<file path="src/rtl/vsb_pkg.sv">
package vsb_pkg;
  localparam int unsigned RegIdxW = 5;

  typedef struct packed {
    logic                en;
    logic [RegIdxW-1:0]  idx;
  } vreg_t;

  typedef struct packed {
    vreg_t srcA;
    vreg_t srcB;
    vreg_t dst;
  } vinstr_t;

  function automatic logic regHit(vreg_t x, vreg_t y);
    return x.en && y.en && (x.idx == y.idx);
  endfunction
endpackage

</file>
<file path="src/rtl/vsb_ctrl.sv">
module vsb_ctrl #(
  parameter int unsigned NumSlots = 8,
  parameter int unsigned NumLanes = 4,
  parameter type strobe_t = logic,
  localparam int unsigned IdW = $clog2(NumSlots)
) (
  input  logic                     clk,
  input  logic                     rstN,
  input  logic                     dispValid,
  input  logic                     issueValid,
  input  logic [IdW-1:0]           issueId,
  input  logic [NumLanes-1:0]      rdDoneValid,
  input  logic [NumLanes*IdW-1:0]  rdDoneId,
  input  logic [NumLanes-1:0]      doneValid,
  input  logic [NumLanes*IdW-1:0]  doneId,
  output logic                     dispReady,
  output logic [IdW-1:0]           dispId,
  output strobe_t                  st
);
  logic [NumSlots-1:0] valid, issued;
  logic [NumSlots-1:0] freeMask, allocCand, allocOh, freeOh, issueOh;
  logic [NumSlots-1:0] relNext, issuedNext;
  logic [NumLanes-1:0] rdSeen [NumSlots];
  logic [NumLanes-1:0] dnSeen [NumSlots];
  logic [NumLanes-1:0] rdHit  [NumSlots];
  logic [NumLanes-1:0] dnHit  [NumSlots];

  assign freeMask  = ~valid;
  assign allocCand = freeMask & (~freeMask + NumSlots'(1));
  assign dispReady = |freeMask;
  assign allocOh   = dispValid ? allocCand : '0;

  always_comb begin
    dispId = '0;
    for (int i = 0; i < NumSlots; i++) begin
      if (allocCand[i]) dispId = IdW'(i);
    end
  end

  for (genvar s = 0; s < NumSlots; s++) begin : g_slot
    for (genvar l = 0; l < NumLanes; l++) begin : g_lane
      assign rdHit[s][l] = rdDoneValid[l] && (rdDoneId[l*IdW +: IdW] == IdW'(s));
      assign dnHit[s][l] = doneValid[l] && (doneId[l*IdW +: IdW] == IdW'(s));
    end

    assign issueOh[s]    = issueValid && (issueId == IdW'(s));
    assign relNext[s]    = valid[s] && (&(rdSeen[s] | rdHit[s]));
    assign freeOh[s]     = valid[s] && (&(dnSeen[s] | dnHit[s]));
    assign issuedNext[s] = (issued[s] | issueOh[s]) & valid[s] & ~freeOh[s];

    always_ff @(posedge clk) begin
      if (!rstN) begin
        rdSeen[s] <= '0;
        dnSeen[s] <= '0;
      end else if (valid[s] && !freeOh[s]) begin
        rdSeen[s] <= rdSeen[s] | rdHit[s];
        dnSeen[s] <= dnSeen[s] | dnHit[s];
      end else begin
        rdSeen[s] <= '0;
        dnSeen[s] <= '0;
      end
    end
  end

  always_ff @(posedge clk) begin
    if (!rstN) begin
      valid  <= '0;
      issued <= '0;
    end else begin
      valid  <= (valid & ~freeOh) | allocOh;
      issued <= issuedNext;
    end
  end

  always_comb begin
    st            = '0;
    st.live       = valid;
    st.issuedNow  = issued;
    st.alloc      = allocOh;
    st.freeNow    = freeOh;
    st.issuedNext = issuedNext;
    st.relNext    = relNext;
  end
endmodule

</file>
<file path="src/rtl/vsb_datapath.sv">
module vsb_datapath import vsb_pkg::*; #(
  parameter int unsigned NumSlots = 8,
  parameter type strobe_t = logic
) (
  input  logic                 clk,
  input  logic                 rstN,
  input  vinstr_t              newInstr,
  input  strobe_t              st,
  output logic [NumSlots-1:0]  issueAllowed
);
  vinstr_t             slotInstr [NumSlots];
  logic [NumSlots-1:0] rawW [NumSlots];
  logic [NumSlots-1:0] warW [NumSlots];
  logic [NumSlots-1:0] wawW [NumSlots];
  logic [NumSlots-1:0] newRaw, newWar, newWaw, liveAfter;

  assign liveAfter = st.live & ~st.freeNow;

  for (genvar j = 0; j < NumSlots; j++) begin : g_cmp
    assign newRaw[j] = liveAfter[j] & ~st.issuedNext[j] &
                       (regHit(slotInstr[j].dst, newInstr.srcA) |
                        regHit(slotInstr[j].dst, newInstr.srcB));
    assign newWar[j] = liveAfter[j] & ~st.relNext[j] &
                       (regHit(slotInstr[j].srcA, newInstr.dst) |
                        regHit(slotInstr[j].srcB, newInstr.dst));
    assign newWaw[j] = liveAfter[j] & regHit(slotInstr[j].dst, newInstr.dst);
  end

  for (genvar s = 0; s < NumSlots; s++) begin : g_row
    always_ff @(posedge clk) begin
      if (!rstN) begin
        slotInstr[s] <= '0;
        rawW[s]      <= '0;
        warW[s]      <= '0;
        wawW[s]      <= '0;
      end else if (st.alloc[s]) begin
        slotInstr[s] <= newInstr;
        rawW[s]      <= newRaw;
        warW[s]      <= newWar;
        wawW[s]      <= newWaw;
      end else if (st.freeNow[s]) begin
        rawW[s] <= '0;
        warW[s] <= '0;
        wawW[s] <= '0;
      end else begin
        rawW[s] <= rawW[s] & ~st.issuedNext & ~st.freeNow;
        warW[s] <= warW[s] & ~st.relNext & ~st.freeNow;
        wawW[s] <= wawW[s] & ~st.freeNow;
      end
    end

    assign issueAllowed[s] = st.live[s] & ~st.issuedNow[s] &
                             ~(|(rawW[s] | warW[s] | wawW[s]));
  end
endmodule

</file>
<file path="src/rtl/vec_dep_scoreboard.sv">
module vec_dep_scoreboard import vsb_pkg::*; #(
  parameter int unsigned NumSlots = 8,
  parameter int unsigned NumLanes = 4,
  localparam int unsigned IdW = $clog2(NumSlots)
) (
  input  logic                     clk,
  input  logic                     rstN,
  input  logic                     dispValid,
  input  logic                     dispSrcAEn,
  input  logic [RegIdxW-1:0]       dispSrcA,
  input  logic                     dispSrcBEn,
  input  logic [RegIdxW-1:0]       dispSrcB,
  input  logic                     dispDstEn,
  input  logic [RegIdxW-1:0]       dispDst,
  output logic                     dispReady,
  output logic [IdW-1:0]           dispId,
  input  logic                     issueValid,
  input  logic [IdW-1:0]           issueId,
  input  logic [NumLanes-1:0]      rdDoneValid,
  input  logic [NumLanes*IdW-1:0]  rdDoneId,
  input  logic [NumLanes-1:0]      doneValid,
  input  logic [NumLanes*IdW-1:0]  doneId,
  output logic [NumSlots-1:0]      issueAllowed
);
  typedef struct packed {
    logic [NumSlots-1:0] live;
    logic [NumSlots-1:0] issuedNow;
    logic [NumSlots-1:0] alloc;
    logic [NumSlots-1:0] freeNow;
    logic [NumSlots-1:0] issuedNext;
    logic [NumSlots-1:0] relNext;
  } strobe_t;

  strobe_t strobes;
  vinstr_t newInstr;

  assign newInstr.srcA = '{en: dispSrcAEn, idx: dispSrcA};
  assign newInstr.srcB = '{en: dispSrcBEn, idx: dispSrcB};
  assign newInstr.dst  = '{en: dispDstEn,  idx: dispDst};

  vsb_ctrl #(.NumSlots(NumSlots), .NumLanes(NumLanes), .strobe_t(strobe_t)) u_ctrl (
    .clk         (clk),
    .rstN        (rstN),
    .dispValid   (dispValid),
    .issueValid  (issueValid),
    .issueId     (issueId),
    .rdDoneValid (rdDoneValid),
    .rdDoneId    (rdDoneId),
    .doneValid   (doneValid),
    .doneId      (doneId),
    .dispReady   (dispReady),
    .dispId      (dispId),
    .st          (strobes)
  );

  vsb_datapath #(.NumSlots(NumSlots), .strobe_t(strobe_t)) u_dp (
    .clk          (clk),
    .rstN         (rstN),
    .newInstr     (newInstr),
    .st           (strobes),
    .issueAllowed (issueAllowed)
  );
endmodule

</file>
<file path="config.mk">
export PLATFORM = sky130hd
export DESIGN_NAME = vec_dep_scoreboard
export DESIGN_NICKNAME = d
export VERILOG_FILES = /design/src/rtl/vsb_pkg.sv /design/src/rtl/vsb_ctrl.sv /design/src/rtl/vsb_datapath.sv /design/src/rtl/vec_dep_scoreboard.sv
export SDC_FILE = /design/constraint.sdc
export NUM_CORES = 1
export LEC_CHECK = 0
export ABC_AREA = 1
export BUFFER_PORTS_ARGS = -buffer_cell sky130_fd_sc_hd__buf_4
export CAP_MARGIN = 40
export CORE_AREA = 4 4 134 264
export CTS_BUF_LIST = sky130_fd_sc_hd__clkbuf_16
export CTS_CLUSTER_DIAMETER = 60
export CTS_CLUSTER_SIZE = 30
export DETAILED_ROUTE_END_ITERATION = 10
export DIE_AREA = 0 0 138 268
export PLACE_DENSITY_LB_ADDON = 0.3
export RECOVER_POWER = 100
export SYNTH_ARGS = -nofsm -noshare
export SYNTH_HDL_FRONTEND = slang
export SYNTH_SLANG_ARGS = --single-unit
</file>
<file path="constraint.sdc">
create_clock -name clk -period 3.1 [get_ports clk]
set_input_delay 0.155 -clock clk [delete_from_list [all_inputs] [get_ports clk]]
set_output_delay 0.155 -clock clk [all_outputs]
set_load 0.01 [all_outputs]
</file>
Word level (Yosys, flattened, before mapping). Memories as Yosys holds them, arrays and structs flattened. Index checks and enable logic that the tools add are counted.

Flip-flop bits (word level): 16. Bits in writable memories: 400. Memories kept: 6.

Memory list: u_dp.slotInstr (words 8, width 18, rd ports 8, clocked after Yosys merged registers in 0, write ports 8, RTL line vsb_datapath.sv:11) `vinstr_t slotInstr [NumSlots];`; u_dp.rawW (words 8, width 8, rd ports 8, clocked after Yosys merged registers in 0, write ports 8, RTL line vsb_datapath.sv:12) `logic [NumSlots-1:0] rawW [NumSlots];`; u_dp.warW (words 8, width 8, rd ports 8, clocked after Yosys merged registers in 0, write ports 8, RTL line vsb_datapath.sv:13) `logic [NumSlots-1:0] warW [NumSlots];`; u_dp.wawW (words 8, width 8, rd ports 8, clocked after Yosys merged registers in 0, write ports 8, RTL line vsb_datapath.sv:14) `logic [NumSlots-1:0] wawW [NumSlots];`; u_ctrl.dnSeen (words 8, width 4, rd ports 8, clocked after Yosys merged registers in 0, write ports 8, RTL line vsb_ctrl.sv:24) `logic [NumLanes-1:0] dnSeen [NumSlots];`; u_ctrl.rdSeen (words 8, width 4, rd ports 8, clocked after Yosys merged registers in 0, write ports 8, RTL line vsb_ctrl.sv:23) `logic [NumLanes-1:0] rdSeen [NumSlots];`.

Add/subtract/negate cells: 1. Equality and inequality tests: 103. Muxes and demuxes: 257. Bitwise operators: 328. Reductions and logical operators: 218.

Operators by type and width (count): $mux 8 (73); $and 8x8->8 (42); $eq 5x5->1 (40); $logic_and 1x1->1 (176); $mux 18 (8); $mux 1 (138); $or 1x1->1 (136); $or 8x8->8 (17); $mux 4 (32); $eq 3x3->1 const B (36); $and 1x1->1 (72); $reduce_or 8->1 (9); $or 4x4->4 (16); $reduce_and 4->1 (16); $eq 3x2->1 const B (18); $not 1->1 (40); $not 8->8 (5); $eq 3x1->1 const B (9); $logic_not 3->1 (9); $mux 3 (4); $add 8x1->8 const B (1); $logic_not 1->1 (8); $mux 2 (2).

Depth between registers and ports, before layout. Gate-level depths: netlist of the first run.

Word-level depth: 13. Gate-level depth with buffers: 12.

Hierarchy. A second synthesis of the first run with hierarchy kept.

Cell total of the unflattened synthesis: 2789. Area total of the unflattened synthesis: 22889.5 um^2.

Modules (own cells, without submodules): vsb_datapath (times used 1, cells each 2225, area each 18497.7 um^2, seq. area each 10089.7 um^2); vsb_ctrl (times used 1, cells each 564, area each 4391.7 um^2, seq. area each 2242.2 um^2).

Least setup slack after synthesis of the first run. OpenSTA, ideal clock, no wires.

Path kind: register to register. Start: register u_ctrl.valid[1]. End: memory u_dp.rawW[1][0], in the netlist u_dp.rawW[0][8], data pin. Setup time: 253 ps. Arrival time: 1750 ps. Required time: 2847 ps. Path slack: 1097 ps. Cell stages (with the launch flop): 13. Cells stage by stage: dfxtp_1 > buf_4 > inv_1 > nand2_1 > nor2_1 > inv_1 > nand2_1 > inv_1 > nand2_4 > inv_2 > buf_6 > nand2_1 > nand2_1.

RTL lines: from (decl) (RTL line vsb_ctrl.sv:20) `logic [NumSlots-1:0] valid, issued;`; from (signal assigned) (RTL line vsb_ctrl.sv:70) `valid <= (valid & ~freeOh) | allocOh;`; to (decl) (RTL line vsb_datapath.sv:12).

==> flow_metrics.py, run 1 <==
metrics = {
    "critical_path": {
        "r2r_end": "u_dp.rawW[0][9]",
        "crit_buf_inv": 2,
        "rr_worst_depth": 6,
        "required_ps": 3430,
        "cp_slowest_cell": "clkbuf_1",
        "end_kind": "register",
        "critPathLaunch": "u_ctrl.valid[1]",
        "critical_path_class": "reg2reg",
        "start_kind": "register",
        "critPathArrivalTime_ps": 3260,
        "crit_family": "simple AND/OR/NAND/NOR gates",
        "critical_path.max_stage_delay_ps": 810,
        "rr_startpoint": "u_ctrl.valid[1]",
        "worstPathMaxFanout": 15,
        "rrSetupSlack_ps": 170,
        "crit_chain": "inv_1, nor2_1, clkbuf_1, nand2_1, nand2_1, nor2_1",
    },
    "die": {
        "start_util": 0.668,
        "coreArea_sq_mm": 0.0335,
        "num_rows": 95,
        "dieArea_sq_mm": 0.0370,
        "io_pins": 69,
        "die_x_microns": 138,
        "die_height_microns": 268,
    },
    "global_route": {
        "grt_antenna_before_repair": 0,
        "grt_start_max_net_pins": 44,
        "grt-ovfl-total": 0,
        "grt_pass1_vias": 20600,
        "grt_pass1_wl_mm": 120,
        "grt_usage": 0.434,
    },
    "yosys": {
        "netlist_top_cells_area": "edfxtp_1 54%, nand2_1 11%, nor2_1 7.8%",
        "ys.flop_type": "edfxtp_1",
        "ys_ff_latch": 416,
        "yosys_warnings": 0,
        "avgSynthCellArea_sq_um": 8.54,
        "synth_edf_count": 400,
        "synthDistinctLibCells": 46,
        "syn_area_sq_mm": 0.0224,
        "syn_inst": 2622,
        "async_flop_share": 0,
        "synth_top_cell_area_share": 0.536,
        "yosysTopAreaCell": "edfxtp_1",
        "ys_seq_area_frac": 0.551,
    },
    "place": {
        "gp_congestion": 1.07,
        "dpl.hpwl_mm": 59.0,
        "place_area_sq_mm": 0.0243,
        "port_buffers": 68,
    },
    "cells_and_area": {
        "fin_nets": 2978,
        "insertedDiodeCount": 0,
        "areaGrowthSynthToFinish_pct": 10.7,
        "drive_gt1_frac": 0.0634,
        "num-fill-cells": 2557,
        "final_cell_area_sq_mm": 0.0248,
    },
    "detailed_routing": {
        "drt_wl_total_mm": 81.9,
        "postRouteAntennaNets": 0,
        "vias": 20800,
        "drt_first_iter_violations": 2589,
        "drcViolationCount": 0,
        "routedWlPerCell_microns": 24.3,
        "dr.pass1.iters": 6,
        "vias_per_cell": 6.17,
    },
    "run_status": {
        "status": "finished, violations left",
        "violations": "capacitance limit",
    },
    "hold_path": {
        "hold_end": "u_ctrl.dnSeen[0][1]",
        "hold-path-cell-count": 4,
        "holdCritStartpoint": "doneId[5]",
        "hold_class": "in2reg",
    },
    "clocking": {
        "holdBufCountCts": 0,
        "cts_root_buffer": "clkbuf_16",
        "cts.sinks": 416,
        "path_clk_slew_ps": 120,
        "cts_buffer_depth": 3,
        "ctsResizeCount": 0,
        "cts_tree": "yes",
        "numCtsBuffers": 20,
        "insertion_delay_ps": 580,
        "post-cts-setup-buffer-count": 0,
        "htree_levels": 1,
    },
    "power_and_ir_drop": {
        "powerDensity_mw_per_mm2": 457,
        "power.total_mw": 11.3,
        "leakage_nw": 11.2,
        "peakVddDrop_mv": 0.650,
    },
    "sta": {
        "max_freq_mhz": 341,
        "tightest_slew_ps": 1500,
        "skew_ps": 26.1,
        "hold_viol": 0,
        "grt_setup_unrepaired": "no",
        "max-slew-margin-rel": 0.000749,
        "slew_viol_final": 0,
        "fin_crit_sh": 0.945,
        "fin_setup_tns_ps": 0,
        "fin_crit_ps": 2930,
        "finalSetupViolCount": 0,
    },
    "flow_run": {
        "drv_cap": 1,
    },
}
==> worst reg2reg max path, stage by stage (launching register included) <==
cell and delay, ps:
dfxtp_1 620, inv_1 150, nor2_1 260, clkbuf_1 810
nand2_1 600, nand2_1 190, nor2_1 50
==> metrics by stage <==
stage,worst slack (ps),util,cells,hold WS [ps]
2_1_floorplan,1100,-,2877,447
3_3_place_gp,850,0.725,3333,549
3_5_place_dp,812,0.725,3333,562
4_1_cts,333,0.746,3366,11.6
5_1_grt,156,0.740,3368,42.3
6_report,170,0.740,3368,10.6
==> power by group <==
part	internal, mW	switching (mW)	total, mW	leakage (nW)
Clock	1.48	1.98	3.46	0.342
Combinational	0.332	0.876	1.21	6.59
Sequential	6.47	0.193	6.67	4.22
Total	8.29	3.05	11.3	11.2
==> cell type report <==
type,count,area (sq um),share of cell area
Sequential cell,416,12300,0.497
Multi-Input combinational cell,2076,9310,0.375
Inverter,273,1020,0.0413
Timing Repair Buffer,134,885,0.0357
Tap cell,436,546,0.0220
Clock buffer,21,526,0.0212
Clock inverter,12,178,0.00716
==> cells by family after synthesis <==
family / synth area share
DFF: 0.551
AOI/OAI and AO/OA: 0.0535
buffers and inverters: 0.0722
other: 0.000167
and+or+nand+nor: 0.307
xor gates and xnor gates: 0.0160
==> flip-flops by register name, summed over array words and instances, names as in the netlist <==
signal / cells
u_ctrl.rdSeen: 32
u_dp.wawW: 64
u_dp.warW: 64
u_ctrl.issued: 8
u_dp.rawW: 64
u_ctrl.dnSeen: 32
u_dp.slotInstr: 144
u_ctrl.valid: 8
==> worst max-delay path by stage <==
| stage | to | slack (ps) | depth (start not counted) |
|---|---|---|---|
| detailed placement | u_dp.rawW[0][11] | 810 | 8 |
| floorplan | u_dp.rawW[0][8] | 1100 | 12 |
| finish | u_dp.rawW[0][9] | 170 | 6 |
| global route | u_dp.rawW[0][22] | 160 | 7 |
| CTS | issueAllowed[3] | 330 | 4 |
| global placement | u_dp.rawW[0][22] | 850 | 7 |
==> Yosys cell counts, drive strengths merged (16+ instances only) <==
cell    instances
xor2           36
nand2         645
edfxtp        400
clkbuf         20
o21bai         26
dfxtp          16
o21ai         103
nand4         130
nand3         242
nor2          487
buf            92
a21oi          47
nor4           48
inv           268
==> routing by layer <==
layer	share of wire	GRT usage	wire, microns	vias up
li1	-	-	-	9117
met1	0.29	0.440	23900	9449
met2	0.48	0.738	39200	1624
met3	0.10	0.0823	8570	576
met4	0.13	0.423	10300	0
met5	0	0	0	-
==> placed cells by master, fill, tap and decap left out, types with 3 or more instances in the layout <==
master and instances:
nand2_1 637, nor2_1 476, edfxtp_1 400, conb_1 256
inv_1 255, nand3_1 241, nand4_1 128, o21ai_0 97
buf_4 97, nor4_1 48, a21oi_1 45, xor2_1 36
o21bai_1 26, clkbuf_1 23, clkbuf_16 21, dfxtp_1 16
nor3_1 14, inv_2 14, clkbuf_2 14, o22ai_1 9
nor2_2 8, nand2_2 6, o21ai_1 6, clkinv_1 6
xnor2_1 5, a21boi_0 4, o221ai_1 4, nor2_4 3
a31oi_2 3, and3_1 3, o211ai_1 3
Power figures use the tool's default switching activity.
==> run 2: changes to the inputs <==
--- a/config.mk
+++ b/config.mk
@@ -5,15 +5,14 @@
 export SDC_FILE = /design/constraint.sdc
 export NUM_CORES = 1
 export LEC_CHECK = 0
-export ABC_AREA = 1
 export BUFFER_PORTS_ARGS = -buffer_cell sky130_fd_sc_hd__buf_4
 export CAP_MARGIN = 40
-export CORE_AREA = 4 4 134 264
+export CORE_AREA = 4 4 130 257
 export CTS_BUF_LIST = sky130_fd_sc_hd__clkbuf_16
 export CTS_CLUSTER_DIAMETER = 60
 export CTS_CLUSTER_SIZE = 30
 export DETAILED_ROUTE_END_ITERATION = 10
-export DIE_AREA = 0 0 138 268
+export DIE_AREA = 0 0 134 261
 export PLACE_DENSITY_LB_ADDON = 0.3
 export RECOVER_POWER = 100
 export SYNTH_ARGS = -nofsm -noshare
==> flow_metrics.py, run 2 <==
metrics = {
    "cells_and_area": {
        "num-fill-cells": 2169,
        "mostFrequentLayoutCells": "400 x edfxtp_1, 256 x conb_1, 137 x and3_1",
        "insertedDiodeCount": 0,
        "stdcell_count": 2440,
        "regMostFlops": "u_dp.slotInstr",
        "drive_gt1_frac": 0.0897,
        "layout_commonest_cell": "edfxtp_1",
        "areaGrowthSynthToFinish_pct": 11.0,
        "largest_reg_flops": 144,
        "fin_nets": 2062,
    },
    "power_and_ir_drop": {
        "powerDensity_mw_per_mm2": 454,
        "switching_share": 0.248,
        "peakVddDrop_mv": 0.523,
        "power_frac_clock": 0.275,
        "p_switching_mw": 2.65,
        "leakage_nw": 8.98,
        "power.total_mw": 10.7,
        "comb_power_share": 0.102,
        "seqPwrFrac": 0.623,
        "intPower_mw": 8.02,
    },
    "yosys": {
        "ys.flop_type": "edfxtp_1",
        "yosys_warnings": 0,
        "netlist_top_cells_area": "edfxtp_1 57%, a32o_1 5.2%, xnor2_1 4.8%",
        "syn_area_sq_mm": 0.0212,
        "avgSynthCellArea_sq_um": 12.3,
        "synth_edf_count": 400,
        "synth_top_cell_area_share": 0.567,
        "yosysTopAreaCell": "edfxtp_1",
        "async_flop_share": 0,
        "synth_most_common_cell": "edfxtp_1",
        "synthDistinctLibCells": 72,
        "syn_inst": 1719,
        "ys_ff_latch": 416,
        "ys_seq_area_frac": 0.582,
        "synthTopCellsByCount": "400 x edfxtp_1, 137 x and3_1, 133 x nor2_1",
    },
    "clocking": {
        "cts_root_buffer": "clkbuf_16",
        "numCtsBuffers": 18,
        "post-cts-setup-buffer-count": 0,
        "htree_levels": 1,
        "cts.sinks": 416,
        "holdBufCountCts": 2,
        "cts_buffer_depth": 3,
        "insertion_delay_ps": 570,
        "ctsResizeCount": 0,
        "path_clk_slew_ps": 120,
        "cts_tree": "yes",
    },
    "global_route": {
        "grt_pass1_vias": 16500,
        "grt_usage": 0.384,
        "grt_pass1_wl_mm": 98.8,
        "grt_start_max_net_pins": 127,
        "grt-ovfl-total": 0,
        "grt_antenna_before_repair": 0,
    },
    "sta": {
        "grt_setup_unrepaired": "no",
        "fin_crit_sh": 0.955,
        "slew_viol_final": 0,
        "fin_setup_tns_ps": 0,
        "skew_ps": 34.4,
        "fin_crit_ps": 2960,
        "worst_slack_ps": 139,
        "tightest_slew_ps": 1460,
        "finalSetupViolCount": 0,
        "max_freq_mhz": 338,
        "hold_viol": 0,
        "whs_ps": 29.9,
        "max-slew-margin-rel": 0.0197,
    },
    "critical_path": {
        "end_kind": "output pin",
        "crit_family": "simple AND/OR/NAND/NOR gates",
        "crit_buf_inv": 2,
        "crit_chain": "clkbuf_1, nor4b_1, nand4_1, nor2_1, buf_4",
        "critPathArrivalTime_ps": 2810,
        "required_ps": 2940,
        "worstPathMaxFanout": 13,
        "cp_slowest_cell": "clkbuf_1",
        "rrSetupSlack_ps": 150,
        "start_kind": "register",
        "critical_path_class": "reg2out",
        "critical_path.max_stage_delay_ps": 580,
    },
    "detailed_routing": {
        "drcViolationCount": 0,
        "drt_wl_total_mm": 67.3,
        "drt_first_iter_violations": 2045,
        "vias_per_cell": 6.73,
        "vias": 16400,
        "routedWlPerCell_microns": 27.6,
        "postRouteAntennaNets": 0,
        "dr.pass1.iters": 6,
    },
    "flow_run": {
        "drv_cap": 0,
    },
    "die": {
        "coreArea_sq_mm": 0.0314,
        "io_pins": 69,
        "die_x_microns": 134,
        "start_util": 0.674,
        "num_rows": 92,
        "dieArea_sq_mm": 0.0350,
        "die_height_microns": 261,
    },
    "place": {
        "preCtsSetupSlack_ps": 604,
        "gp_congestion": 1.02,
        "port_buffers": 68,
        "dp_cells": 2405,
        "dpl.hpwl_mm": 49.7,
    },
    "run_status": {
        "status": "finished, final reports clean",
    },
    "hold_path": {
        "hold_class": "in2reg",
    },
}
[run 2: area by class of cell]
cell class                 count  area, sq um  area share
clock buffer                  19          475      0.0202
timing repair buffer         138          951      0.0404
inverter                      26         97.6     0.00415
clock inverter                13         72.6     0.00308
tap                          423          529      0.0225
sequential                   416        12300       0.524
multi-input combinational   1405         9070       0.385
[run 2: final timing paths]
kind                                             end  cells past startpoint        startpoint
worst max-delay path                 issueAllowed[1]                      5   u_ctrl.valid[1]
worst min-delay path            u_ctrl.rdSeen[0][13]                      3       rdDoneId[4]
worst max register to register      u_dp.wawW[1][18]                      4   u_ctrl.valid[2]
worst min register to register      u_ctrl.issued[2]                      2  u_ctrl.issued[2]
[run 2: cells by family (layout without fill, tap and decap cells)]
kind of cell	Yosys count	after routing	share of synthesized area
buffers and inverters	153	196	0.0342
other	1	256	0.000177
and+or+nand+nor	658	658	0.182
xor gates and xnor gates	200	200	0.0827
AOI/OAI and AO/OA	291	291	0.119
DFF	416	416	0.582
[run 2: metal layers]
layer	wire length, microns	vias up	track usage
met5	0	-	0
met3	5620	396	0.0509
met2	32900	1147	0.654
met1	20300	7856	0.404
met4	8520	0	0.366
li1	-	7023	-
[run 2: power groups by stage]
| stage | clock, mW | sequential [mW] | combinational (mW) |
|---|---|---|---|
| 2_1_floorplan | 0 | 6.70 | 0.731 |
| 3_3_place_gp | 0 | 6.74 | 1.04 |
| 3_5_place_dp | 0 | 6.76 | 1.07 |
| 4_1_cts | 2.93 | 6.63 | 1.08 |
| 5_1_grt | 3.10 | 6.67 | 1.18 |
| 6_report | 2.93 | 6.64 | 1.09 |
[run 2: per-stage QoR]
stage / util / cell area (sq um)
floorplan: - / 22200
global placement: 0.736 / 23100
detailed placement: 0.736 / 23100
CTS: 0.754 / 23700
global route: 0.749 / 23500
finish: 0.749 / 23500
[run 2: worst reg2reg max path: cells and delay by family, from the launching register on]
family	cells	cell delay [ps]
compound gates	2	620
flops	1	380
buf+inv	1	580
simple gates	1	1230
